<file path="src/rtl/irq_pkg.sv">
// Shared types and constants for the edge/level interrupt controller.
// Assumes a one-bit register select and byte-wide write data.
package irq_pkg;

    // Which source a vector read selected.
    typedef enum logic [1:0] {
        SRC_NONE = 2'd0,
        SRC_PIN  = 2'd1,
        SRC_RX   = 2'd2
    } irq_src_e;

    localparam logic REG_MODE = 1'b0;
    localparam logic REG_CLR  = 1'b1;
    localparam int   REG_DW   = 8;

endpackage

</file>
<file path="src/rtl/irq_pin_sync.sv">
// Brings the asynchronous pin into the clock domain through STAGES flops.
// Assumes STAGES = 0 only when the pin is already synchronous.
module irq_pin_sync #(
    parameter int unsigned STAGES = 2
) (
    input  logic clk_i,
    input  logic rst_ni,
    input  logic pin_i,
    output logic pin_s_o
);

    generate
        if (STAGES == 0) begin : g_bypass
            assign pin_s_o = pin_i;
        end else begin : g_chain
            logic [STAGES-1:0] sh_q;

            // Shift the pin through the synchronizer chain.
            always_ff @(posedge clk_i) begin
                if (!rst_ni) begin
                    sh_q <= '0;
                end else begin
                    sh_q[0] <= pin_i;
                    for (int k = 1; k < STAGES; k++) begin
                        sh_q[k] <= sh_q[k-1];
                    end
                end
            end

            assign pin_s_o = sh_q[STAGES-1];
        end
    endgenerate

endmodule

</file>
<file path="src/rtl/irq_pin_src.sv">
// Pin request source: holds the detection mode bit and the request flag.
// Edge mode latches rising edges. Level mode bypasses the flag for the
// pending output while the flag shadows the pin. Assumes pin_s_i is
// synchronous.
module irq_pin_src (
    input  logic clk_i,
    input  logic rst_ni,
    input  logic pin_s_i,
    input  logic mode_wr_i,
    input  logic mode_lvl_i,
    input  logic clr_hit_i,
    input  logic ack_clr_i,
    output logic level_o,
    output logic flag_o,
    output logic pend_o
);

    logic level_q;
    logic flag_q;
    logic pin_d_q;
    logic rise;
    logic to_level;

    assign rise     = pin_s_i && !pin_d_q;
    assign to_level = mode_wr_i && mode_lvl_i && !level_q;

    // Mode register and previous pin sample for edge detection.
    always_ff @(posedge clk_i) begin
        if (!rst_ni) begin
            level_q <= 1'b0;
            pin_d_q <= 1'b0;
        end else begin
            pin_d_q <= pin_s_i;
            if (mode_wr_i) begin
                level_q <= mode_lvl_i;
            end
        end
    end

    // Request flag: mode-switch clear, level shadow, edge set, then clears.
    always_ff @(posedge clk_i) begin
        if (!rst_ni) begin
            flag_q <= 1'b0;
        end else if (to_level) begin
            flag_q <= 1'b0;
        end else if (level_q) begin
            flag_q <= pin_s_i;
        end else if (rise) begin
            flag_q <= 1'b1;
        end else if (clr_hit_i || ack_clr_i) begin
            flag_q <= 1'b0;
        end
    end

    assign level_o = level_q;
    assign flag_o  = flag_q;
    assign pend_o  = level_q ? pin_s_i : flag_q;

endmodule

</file>
<file path="src/rtl/irq_rx_src.sv">
// Receive request source: set by a receive pulse, cleared only by a buffer
// read or reset. A set and a read in the same cycle leave it set.
module irq_rx_src (
    input  logic clk_i,
    input  logic rst_ni,
    input  logic set_i,
    input  logic buf_rd_i,
    output logic flag_o
);

    logic flag_q;

    // Hold the receive request until the buffer is read.
    always_ff @(posedge clk_i) begin
        if (!rst_ni) begin
            flag_q <= 1'b0;
        end else if (set_i) begin
            flag_q <= 1'b1;
        end else if (buf_rd_i) begin
            flag_q <= 1'b0;
        end
    end

    assign flag_o = flag_q;

endmodule

</file>
<file path="src/rtl/irq_vec_sel.sv">
// Accept/vector-read handshake and fixed-priority vector choice.
// The vector is chosen at the read cycle from the requests pending then.
// Assumes ack_i and vec_rd_i are single-cycle pulses from the processor.
module irq_vec_sel
    import irq_pkg::*;
#(
    parameter int unsigned          VEC_W   = 16,
    parameter logic [VEC_W-1:0]     PIN_VEC = 16'h0028,
    parameter logic [VEC_W-1:0]     RX_VEC  = 16'h0030,
    parameter logic [VEC_W-1:0]     DEF_VEC = 16'h0008
) (
    input  logic             clk_i,
    input  logic             rst_ni,
    input  logic             pin_pend_i,
    input  logic             rx_pend_i,
    input  logic             ack_i,
    input  logic             vec_rd_i,
    output logic             busy_o,
    output logic             pin_taken_o,
    output logic [VEC_W-1:0] vec_o,
    output logic             vld_o
);

    irq_src_e         src;
    logic [VEC_W-1:0] sel_vec;
    logic             busy_q;
    logic             vld_q;
    logic [VEC_W-1:0] vec_q;
    logic             take;

    // Fixed priority: pin first, then receive, else the default.
    always_comb begin
        if (pin_pend_i) begin
            src     = SRC_PIN;
            sel_vec = PIN_VEC;
        end else if (rx_pend_i) begin
            src     = SRC_RX;
            sel_vec = RX_VEC;
        end else begin
            src     = SRC_NONE;
            sel_vec = DEF_VEC;
        end
    end

    assign take        = vec_rd_i && busy_q;
    assign pin_taken_o = take && (src == SRC_PIN);

    // Track accept, capture the vector on an honoured read.
    always_ff @(posedge clk_i) begin
        if (!rst_ni) begin
            busy_q <= 1'b0;
            vld_q  <= 1'b0;
            vec_q  <= DEF_VEC;
        end else if (take) begin
            busy_q <= 1'b0;
            vld_q  <= 1'b1;
            vec_q  <= sel_vec;
        end else begin
            vld_q <= 1'b0;
            if (ack_i) begin
                busy_q <= 1'b1;
            end
        end
    end

    assign busy_o = busy_q;
    assign vec_o  = vec_q;
    assign vld_o  = vld_q;

endmodule

</file>
<file path="src/rtl/irq_edge_level_ctrl.sv">
// Top of the edge/level interrupt request controller: register decode,
// the two request sources, vector handshake and the processor-facing lines.
// Assumes the register strobe is a single-cycle pulse.
module irq_edge_level_ctrl
    import irq_pkg::*;
#(
    parameter int unsigned           SYNC_STAGES = 2,
    parameter int unsigned           VEC_W       = 16,
    parameter logic [REG_DW-1:0]     PIN_CLR_CODE = 8'h0A,
    parameter logic [VEC_W-1:0]      PIN_VEC     = 16'h0028,
    parameter logic [VEC_W-1:0]      RX_VEC      = 16'h0030,
    parameter logic [VEC_W-1:0]      DEF_VEC     = 16'h0008
) (
    input  logic             clk_i,
    input  logic             rst_ni,
    input  logic             pin_i,
    input  logic             rx_req_i,
    input  logic             rx_buf_rd_i,
    input  logic             reg_wr_i,
    input  logic             reg_addr_i,
    input  logic [7:0]       reg_wdata_i,
    input  logic             irq_en_i,
    input  logic             ack_i,
    input  logic             vec_rd_i,
    output logic             irq_o,
    output logic             wake_o,
    output logic [VEC_W-1:0] vec_o,
    output logic             vec_vld_o
);

    logic pin_s;
    logic mode_wr;
    logic clr_hit;
    logic level_q;
    logic pin_flag;
    logic pin_pend;
    logic rx_flag;
    logic busy;
    logic pin_taken;
    logic any_pend;

    // Register decode: mode select and pin clear code.
    assign mode_wr = reg_wr_i && (reg_addr_i == REG_MODE);
    assign clr_hit = reg_wr_i && (reg_addr_i == REG_CLR) && (reg_wdata_i == PIN_CLR_CODE);

    irq_pin_sync #(
        .STAGES (SYNC_STAGES)
    ) sync_i (
        .clk_i   (clk_i),
        .rst_ni  (rst_ni),
        .pin_i   (pin_i),
        .pin_s_o (pin_s)
    );

    irq_pin_src pin_src_i (
        .clk_i      (clk_i),
        .rst_ni     (rst_ni),
        .pin_s_i    (pin_s),
        .mode_wr_i  (mode_wr),
        .mode_lvl_i (reg_wdata_i[0]),
        .clr_hit_i  (clr_hit),
        .ack_clr_i  (pin_taken),
        .level_o    (level_q),
        .flag_o     (pin_flag),
        .pend_o     (pin_pend)
    );

    irq_rx_src rx_src_i (
        .clk_i    (clk_i),
        .rst_ni   (rst_ni),
        .set_i    (rx_req_i),
        .buf_rd_i (rx_buf_rd_i),
        .flag_o   (rx_flag)
    );

    irq_vec_sel #(
        .VEC_W   (VEC_W),
        .PIN_VEC (PIN_VEC),
        .RX_VEC  (RX_VEC),
        .DEF_VEC (DEF_VEC)
    ) vec_sel_i (
        .clk_i       (clk_i),
        .rst_ni      (rst_ni),
        .pin_pend_i  (pin_pend),
        .rx_pend_i   (rx_flag),
        .ack_i       (ack_i),
        .vec_rd_i    (vec_rd_i),
        .busy_o      (busy),
        .pin_taken_o (pin_taken),
        .vec_o       (vec_o),
        .vld_o       (vec_vld_o)
    );

    // Processor-facing lines: gated request and ungated wake.
    assign any_pend = pin_pend || rx_flag;
    assign irq_o    = irq_en_i && any_pend;
    assign wake_o   = any_pend;

endmodule

</file>
<file path="config.mk">
export PLATFORM = sky130hd
export DESIGN_NAME = irq_edge_level_ctrl
export DESIGN_NICKNAME = d
export VERILOG_FILES = /design/src/rtl/irq_pkg.sv /design/src/rtl/irq_pin_sync.sv /design/src/rtl/irq_pin_src.sv /design/src/rtl/irq_rx_src.sv /design/src/rtl/irq_vec_sel.sv /design/src/rtl/irq_edge_level_ctrl.sv
export SDC_FILE = /design/constraint.sdc
export NUM_CORES = 1
export LEC_CHECK = 0
export BUFFER_PORTS_ARGS = -buffer_cell sky130_fd_sc_hd__buf_2
export CAP_MARGIN = 5
export CELL_PAD_IN_SITES_DETAIL_PLACEMENT = 0
export CELL_PAD_IN_SITES_GLOBAL_PLACEMENT = 1
export CORE_MARGIN = 8
export CORE_UTILIZATION = 26
export CTS_BUF_LIST = sky130_fd_sc_hd__clkbuf_4 sky130_fd_sc_hd__clkbuf_8
export DETAILED_ROUTE_END_ITERATION = 10
export PLACE_DENSITY_LB_ADDON = 0.12
export SYNTH_ARGS = -nofsm -noshare
export SYNTH_HDL_FRONTEND = slang
export SYNTH_SLANG_ARGS = --single-unit
export TNS_END_PERCENT = 10
</file>
<file path="constraint.sdc">
create_clock -name clk_i -period 1 [get_ports clk_i]
set_input_delay 0.2 -clock clk_i [delete_from_list [all_inputs] [get_ports clk_i]]
set_output_delay 0.2 -clock clk_i [all_outputs]
set_load 0.05 [all_outputs]
</file>
# Yosys cells after proc, flatten, opt, wreduce, memory -nomap -nowiden
# Index checks and enable logic that the tools add are counted.
[classes]
eq_ne = 2
mux = 11
n_bitwise = 2
n_reduce_logical = 17
[ops]
columns = ["cell", "n"]
rows = [
  ["$mux W16", 1],
  ["$logic_and A1 B1 Y1", 9],
  ["$eq A8 B4 Y1 const B", 1],
  ["$mux W1", 7],
  ["$mux W6", 1],
  ["$mux W2", 2],
  ["$reduce_or A2 Y1", 2],
  ["$reduce_bool A3 Y1", 1],
  ["$eq A2 B1 Y1 const B", 1],
  ["$logic_not A1 Y1", 2],
  ["$logic_or A1 B1 Y1", 2],
  ["$not A1 Y1", 2],
  ["$reduce_bool A2 Y1", 1],
]
[totals]
ff_bits = 24
in_bits = 18
out_inout_bits = 19
wordCells = 40

# Depth between registers and ports, before layout
# Gate-level depths: netlist of run 1.
[depth]
ltp_word = 8
ltp_mapped = 3
ltp_nobuf = 3

# Hierarchy
# Synthesis of run 1 repeated with hierarchy kept, for this count alone.
[unflattened]
hier_cells = 58
hier_area_um2 = 554.3
[modules_own_cells]
columns = ["module", "n_inst", "cells_per_inst", "area_per_inst_um2", "seq_area_each_um2"]
rows = [
  ["irq_vec_sel", 1, 30, 286.5, 100.1],
  ["irq_pin_src", 1, 15, 123.9, 60.1],
  ["irq_pin_sync", 1, 4, 52.6, 40.0],
  ["irq_edge_level_ctrl", 1, 6, 50.0, 0.0],
  ["irq_rx_src", 1, 3, 41.3, 20.0],
]

# Worst setup path before layout of run 1
# OpenSTA, ideal clock, no wires.
[synth_path]
path_kind = "flip-flop to output port"
start = "reg pin_src_i.level_q, in the netlist pin_src_i.level_o"
end = "out irq_o"
t_arrival_ns = 1.291
required_ns = 0.800
setup_slack_ns = -0.491
stages_incl_launch_ff = 4
n_path_buf = 0
path_cell_list = "dfxtp_1 mux2i_1 nor2b_1 nor2b_1"
[synth_via]
elab_chain_len = 3
[synth_rtl]
columns = ["element", "line_no", "source"]
rows = [
  ["start, declared", "irq_pin_src.sv:18", "logic level_q;"],
  ["start signal, assigned", "irq_pin_src.sv:35", "level_q <= mode_lvl_i;"],
  ["$mux W1", "irq_pin_src.sv:57", "assign pend_o = level_q ? pin_s_i : flag_q;"],
  ["$logic_or A1 B1 Y1", "irq_edge_level_ctrl.sv:95", "assign any_pend = pin_pend || rx_flag;"],
  ["$logic_and A1 B1 Y1", "irq_edge_level_ctrl.sv:96", "assign irq_o = irq_en_i && any_pend;"],
  ["end, declared", "irq_edge_level_ctrl.sv:25", "output logic irq_o,"],
]
# No other way between the ends.

# Worst setup path in the final report of run 1
# Same ends and word-level chain as after synthesis.

==> results of run 1 <==
## routing by layer
layer	vias up	share of wire (%)	track usage (%)
met5	-	0	0
met4	0	1.3	2.92
met1	203	37	6.16
li1	230	-	-
met2	18	51	10.9
met3	2	10	3.97
## critical path: stages (launching register included)
cell and delay (ns):
dfxtp_2 0.34, mux2i_1 0.21, nor2b_4 0.25, nor2b_4 0.05, buf_6 0.15
## registers in the layout, summed over array words and instances, names as in the netlist
| name | cells |
|---|---|
| pin_src_i.pin_d_q | 1 |
| pin_src_i.level_o | 1 |
| pin_src_i.flag_o | 1 |
| vec_sel_i.vld_o | 1 |
| sync_i.g_chain.sh_q | 2 |
| rx_src_i.flag_o | 1 |
| vec_sel_i.busy_o | 1 |
| vec_sel_i.vec_o | 3 |
## worst max path at each step
stage | end | slack (ns) | cells past startpoint
2_1_floorplan | irq_o | -0.07 | 3
3_3_place_gp | irq_o | -0.21 | 4
3_5_place_dp | irq_o | -0.24 | 4
4_1_cts | irq_o | -0.48 | 4
5_1_grt | irq_o | -0.53 | 4
6_report | irq_o | -0.46 | 4
## final cells by class
| cell class | count | area [um^2] | share of cell area [%] |
|---|---|---|---|
| clock buffers | 4 | 30.0 | 3.96 |
| inverters | 2 | 10.0 | 1.32 |
| multi-input cells | 45 | 284 | 37.5 |
| flip-flops and latches | 11 | 225 | 29.7 |
| well taps | 27 | 33.8 | 4.46 |
| repair buffers | 26 | 175 | 23.1 |
## power by group through the flow
stage / Sequential, mW / Clock [mW] / Combinational [mW]
floorplan: 0.501 / 0 / 0.227
global placement: 0.481 / 0 / 0.272
detailed placement: 0.481 / 0 / 0.274
CTS: 0.471 / 0.343 / 0.288
global route: 0.476 / 0.371 / 0.312
finish: 0.473 / 0.327 / 0.295
## layout by cell type (no fill, tap or decap), drive strengths merged, types with 2 or more instances in the layout
cell / instances
o21a: 2
nor2: 2
nor2b: 4
and2: 5
conb: 13
o21ai: 4
inv: 2
clkbuf: 4
and3: 2
buf: 26
a21oi: 2
dfxtp: 11
mux2i: 2
nand2b: 3
## metrics by stage
stage / setup WS, ns / util [%] / area (um^2)
3_5_place_dp: -0.236 / 34.4 / 676
5_1_grt: -0.527 / 38.6 / 758
4_1_cts: -0.483 / 37.3 / 732
6_report: -0.463 / 38.6 / 758
2_1_floorplan: -0.0671 / - / 606
3_3_place_gp: -0.206 / 34.4 / 676
## cell families after synthesis
logic type,Yosys count
buf+inv,16
mux,2
simple gates,20
compound gates,10
flops,11
other cells,1
## timing repair
action / CTS / global route
resized for setup: 9 / 8
pin swaps: 0 / 0
endpoints found under the setup margin: 7 / 8
hold endpoints to repair: 0 / 0
==> out/qor.csv, run 1 <==
metric,value,unit
share of layout cells above drive strength 1,45.5,%
first-pass iteration count of the detailed router,2,
Yosys reg bits,11,
sequential share of power,43.2,%
Yosys cell types,20,
die area,3800,um^2
Die X-Extent,61.6,um
Final #Nets,107,
setup ws final,-0.463,ns
htree depth,1,
hold path endpoint,sync_i.g_chain.sh_q[0],
IO Port Bufs,23,
internal power,0.730,mW
post-synthesis sequential area ratio,40.6,%
Mapped Area,542,um^2
Critical Path RT,0.80,ns
initial antenna violation count,0,
Layout Cells excl Fill,115,
Clock power frac,29.9,%
most used flip-flop cell after synthesis,dfxtp_1,
main combinational cell family by area after synthesis,simple AND/OR/NAND/NOR gates,
initial drt markers,5,
Clock Path Buffers,2,
mux share of post-synthesis cell area,3.70,%
gr ovfl total,0,
Simple-Gate Fraction of Synth Area,23.6,%
Rows,16,
Initial Util,27.6,%
post-synthesis instance total,60,
hold-critical path depth,2,
maximum vdd drop,0.000722,V
clk_lat worst skew,0.26,ns
Min-Delay Path Class,in -> reg,
Post-synth EDFFs,0,
Vias,453,
Synth top area share,40.6,%
clock sink total,11,
cell taking the most area after synthesis,dfxtp_1,
Final Skew,0.000396,ns
via/cell ratio,3.94,
Worst Setup End Kind,primary output,
Clock transition at path regs,0.07,ns
Post-Synth Adder-Cell Area,0,%
commonest cells in the netlist,"buf_4, dfxtp_1, and2_1, nor2b_1, o21ai_0",
synth warn,0,
Hold Slack,0.138,ns
Layout area overhead,40.0,%
area of the core,1960,um^2
Logic pwr share,26.9,%
pwr dens,1440,nW/um^2
crit-path max FO,3,
failing checks,negative setup slack,
DP Wirelength,1040,um
Sw Share,33.3,%
Setup crit start kind,register,
Lkg Pwr,0.370,nW
Routed Antenna Nets,0,
RR Endpoint,vec_sel_i.vec_o[5],
largest net degree at the start of global routing,12,
# IOs,37,
Inst Count DP,111,
DR DRC count,0,
Setup TNS Final,-0.905,ns
fin crit share,146,%
PnR Total Power,1.09,mW
FILL cells,224,
Mean Syn Cell Area,9.03,um^2
worst r2r src,pin_src_i.level_o,
Max Slew Vio Count,0,
outcome,"complete, but fails checks",
r2r setup slk,0,ns
largest cells by area after synthesis,"dfxtp_1, buf_4, and2_1",
final hold vios,0,
clk root buf,clkbuf_4,
number of global-route vias before repair,444,
compound-cell area share of the yosys netlist,11.3,%
Synth Area in XOR/XNOR,0,%
number of CTS-inserted buffers,3,
CTS tree,yes,
most numerous cell in the Yosys netlist,buf_4,
min Tclk post-route,1.46,ns
Die Ht,61.6,um
fmax,683,MHz
first-pass GRT wire length,1790,um
WS Path Type,reg -> out,
Worst EP arrival,1.26,ns
hold_buf cts,0,
diode count,0,
RD Place Congestion,0.662,
Final setup viols,2,
ys async rst share,0,%
DR WL/cell,11.0,um
MaxCap Viol Count,0,
NetSw,0.364,mW
hold wc startpoint,pin_i,
CP startpoint,pin_src_i.level_o,
gr usage total,6.49,%
WL final,1270,um
RSZ-0062 raised after global routing,true,
Setup Buffers After CTS,0,
FF-to-FF path depth,3,
(Power assumes the default switching activity.)
==> run 2: changes to the inputs <==
Settings changed: SYNTH_HIERARCHICAL from default to 1.
==> run 2 against run 1 <==
Compared with the run above:
- the run still ends with negative setup slack left
- clock skew about the same
- global-route usage up 0.098 points
- non-clock buffer count up 1
- via count down 1.8%
- design area up 1.5%
- total power down 1.9%
==> out/qor.csv, run 2 <==
metric,value,unit,change
Rows,16,,unchanged
fin crit share,150,%,+3.7 points
slowest cell on the critical path,dfxtp_2,,
"commonest non-fill, non-tap cell in the layout",buf_2,,
met1 usage,7.22,%,+1.1 points
NetSw,0.369,mW,+1.5%
Inst Count DP,111,,unchanged
Logic pwr share,28.1,%,+1.2 points
gr ovfl total,0,,unchanged
Final #Nets,107,,unchanged
Layout area overhead,38.8,%,
CP peak stage delay,0.35,ns,about the same
Sw Share,34.4,%,+1.2 points
Placed Area,697,um^2,+3.1%
RSZ-0062 raised after global routing,true,,
hold wc startpoint,pin_i,,
RD Place Congestion,0.707,,+6.8%
initial antenna violation count,0,,unchanged
WS Path Type,reg -> out,,
htree depth,1,,unchanged
pwr dens,1390,nW/um^2,-3.4%
pre-CTS WS,-0.346,ns,-0.109 ns
fmax,666,MHz,-2.5%
most frequent cells in the layout,"buf_2, conb_1, dfxtp_1",,
internal power,0.704,mW,-3.6%
Hold Slack,0.128,ns,-0.0106 ns
via/cell ratio,3.87,,-1.8%
met2 usage,9.18,%,-1.7 points
Final setup viols,6,,+4
DP Wirelength,997,um,-4.1%
die area,3870,um^2,+1.7%
clk_lat worst skew,0.27,ns,about the same
max reg flops,3,,unchanged
Setup Buffers After CTS,0,,unchanged
Initial Util,28.0,%,+0.35 points
largest cells by area after synthesis,"dfxtp_1, buf_4, and2_1",,
Clock power frac,28.0,%,-1.9 points
synth warn,6,,+6
Clock Path Buffers,2,,unchanged
clk root buf,clkbuf_4,,
Clock transition at path regs,0.07,ns,about the same
most used flip-flop cell after synthesis,dfxtp_1,,
final hold vios,0,,unchanged
first-pass iteration count of the detailed router,4,,+2
# IOs,37,,unchanged
diode count,0,,unchanged
number of global-route vias before repair,468,,+5.4%
maximum vdd drop,0.000844,V,+17%
Final Skew,0.000796,ns,+0.000401 ns
Yosys cell types,25,,+25%
CP startpoint,pin_src_i/level_o,,
Yosys reg bits,11,,unchanged
sequential share of power,43.9,%,+0.7 points
cell family with the largest share of critical-path delay,simple AND/OR/NAND/NOR gates,,
post-synthesis sequential area ratio,39.7,%,-0.92 points
most numerous cell in the Yosys netlist,buf_4,,
setup ws final,-0.501,ns,-0.0373 ns
final non-filler cell area,769,um^2,+1.5%
DR DRC count,0,,unchanged
cell taking the most area after synthesis,dfxtp_1,,
Die Ht,62.2,um,+0.85%
DR WL/cell,10.7,um,-3.3%
gr usage total,6.59,%,+0.098 points
post-synthesis instance total,58,,-3.3%
Setup crit start kind,register,,
Post-synth EDFFs,0,,unchanged
Synth top area share,39.7,%,-0.92 points
Lkg Pwr,0.372,nW,+0.66%
largest net degree at the start of global routing,12,,unchanged
GR peak layer,met2,,
met3 Usage GRT,4.12,%,+0.16 points
Worst EP arrival,1.30,ns,+0.04 ns
ys async rst share,0,%,unchanged
share of layout cells above drive strength 1,52.3,%,+6.8 points
failing checks,negative setup slack,,
MaxCap Viol Count,0,,unchanged
PnR Total Power,1.07,mW,-1.9%
Critical Path RT,0.80,ns,about the same
CTS tree,yes,,
Min-Delay Path Class,in -> reg,,
Die X-Extent,62.2,um,+0.85%
r2r setup slk,-0.25,ns,-0.25 ns
first-pass GRT wire length,2080,um,+17%
crit-path max FO,5,,+2
Max Slew Vio Count,0,,unchanged
critical-path cell list,nand2b_4 -> nand2_4 -> or2_4 -> and2_4 -> buf_8,,
worst r2r src,pin_src_i/level_o,,
Layout Cells excl Fill,115,,unchanged
number of CTS-inserted buffers,3,,unchanged
area of the core,1980,um^2,+1.0%
WL final,1230,um,-3.3%
IO Port Bufs,23,,unchanged
min Tclk post-route,1.50,ns,+0.0373 ns
Mapped Area,554,um^2,+2.3%
Vias,445,,-1.8%
Mean Syn Cell Area,9.56,um^2,+5.8%
commonest cells in the netlist,"buf_4, dfxtp_1, and2_1, nand2_1, o21ai_0",,
Bufs and invs on worst path,1,,unchanged
Routed Antenna Nets,0,,unchanged
clock sink total,11,,unchanged
Worst Setup End Kind,primary output,,
outcome,"complete, but fails checks",,
initial drt markers,12,,+7
## run 2: cell count changes after synthesis, sizes merged, moves of 2 or more
cell    before  now
nand2        1    4
a21boi       0    2
mux2i        2    0
nand2b       3    1
nor2         2    0
nor2b        4    2
## run 2: worst register-to-register path: cells and delay by family, from the launching register on
kind | cells | cell delay [ns]
flops | 1 | 0.35
compound gates | 1 | 0.12
simple gates | 4 | 0.73
## run 2: power by group through the flow
stage | Combinational [mW] | Clock [mW] | Sequential (mW)
3_3_place_gp | 0.284 | 0 | 0.479
3_5_place_dp | 0.285 | 0 | 0.479
6_report | 0.301 | 0.301 | 0.471
5_1_grt | 0.320 | 0.339 | 0.475
2_1_floorplan | 0.223 | 0 | 0.504
4_1_cts | 0.300 | 0.327 | 0.471
## run 2: timing repair
item	in CTS	in global routing
hold buffers	0	0
pin swaps	3	0
setup endpoints to repair	10	9
resized for setup	13	4
## run 2: cell type report
class | instances | area (um^2)
clock buffers | 3 | 22.5
clock inverters | 1 | 5.00
fillers | 210 | 1210
inverters | 1 | 3.75
multi-input cells | 45 | 298
flip-flops and latches | 11 | 226
well taps | 27 | 33.8
repair buffers | 27 | 180
## run 2: final timing paths
check | to | depth (start not counted)
setup / recovery | irq_o | 5
hold / removal | sync_i/g_chain.sh_q[0] | 2
setup reg to reg | pin_src_i/flag_o | 5
hold reg to reg | sync_i/g_chain.sh_q[1] | 1
## run 2: cell families (layout without fill, tap and decap cells)
| group | after synthesis | count (layout) | synth area share, % |
|---|---|---|---|
| and+or+nand+nor | 20 | 20 | 26.2 |
| buffers and inverters | 14 | 32 | 18.3 |
| AOI/OAI and AO/OA | 12 | 12 | 15.1 |
| DFF | 11 | 11 | 39.7 |
| other | 1 | 13 | 0.677 |
## run 2: layer usage
metal	up-vias	share of wire (%)
met3	2	8.6
met4	0	2.2
met5	-	0
met2	26	43
li1	232	-
met1	185	46
## run 2: per-stage QoR
step                      util, %  setup TNS, ns
after floorplan                 -         -0.406
after global placement       35.2          -1.06
after detailed placement     35.2          -1.06
after CTS                    38.4          -1.49
after global routing         38.8          -1.79
final                        38.8          -1.43
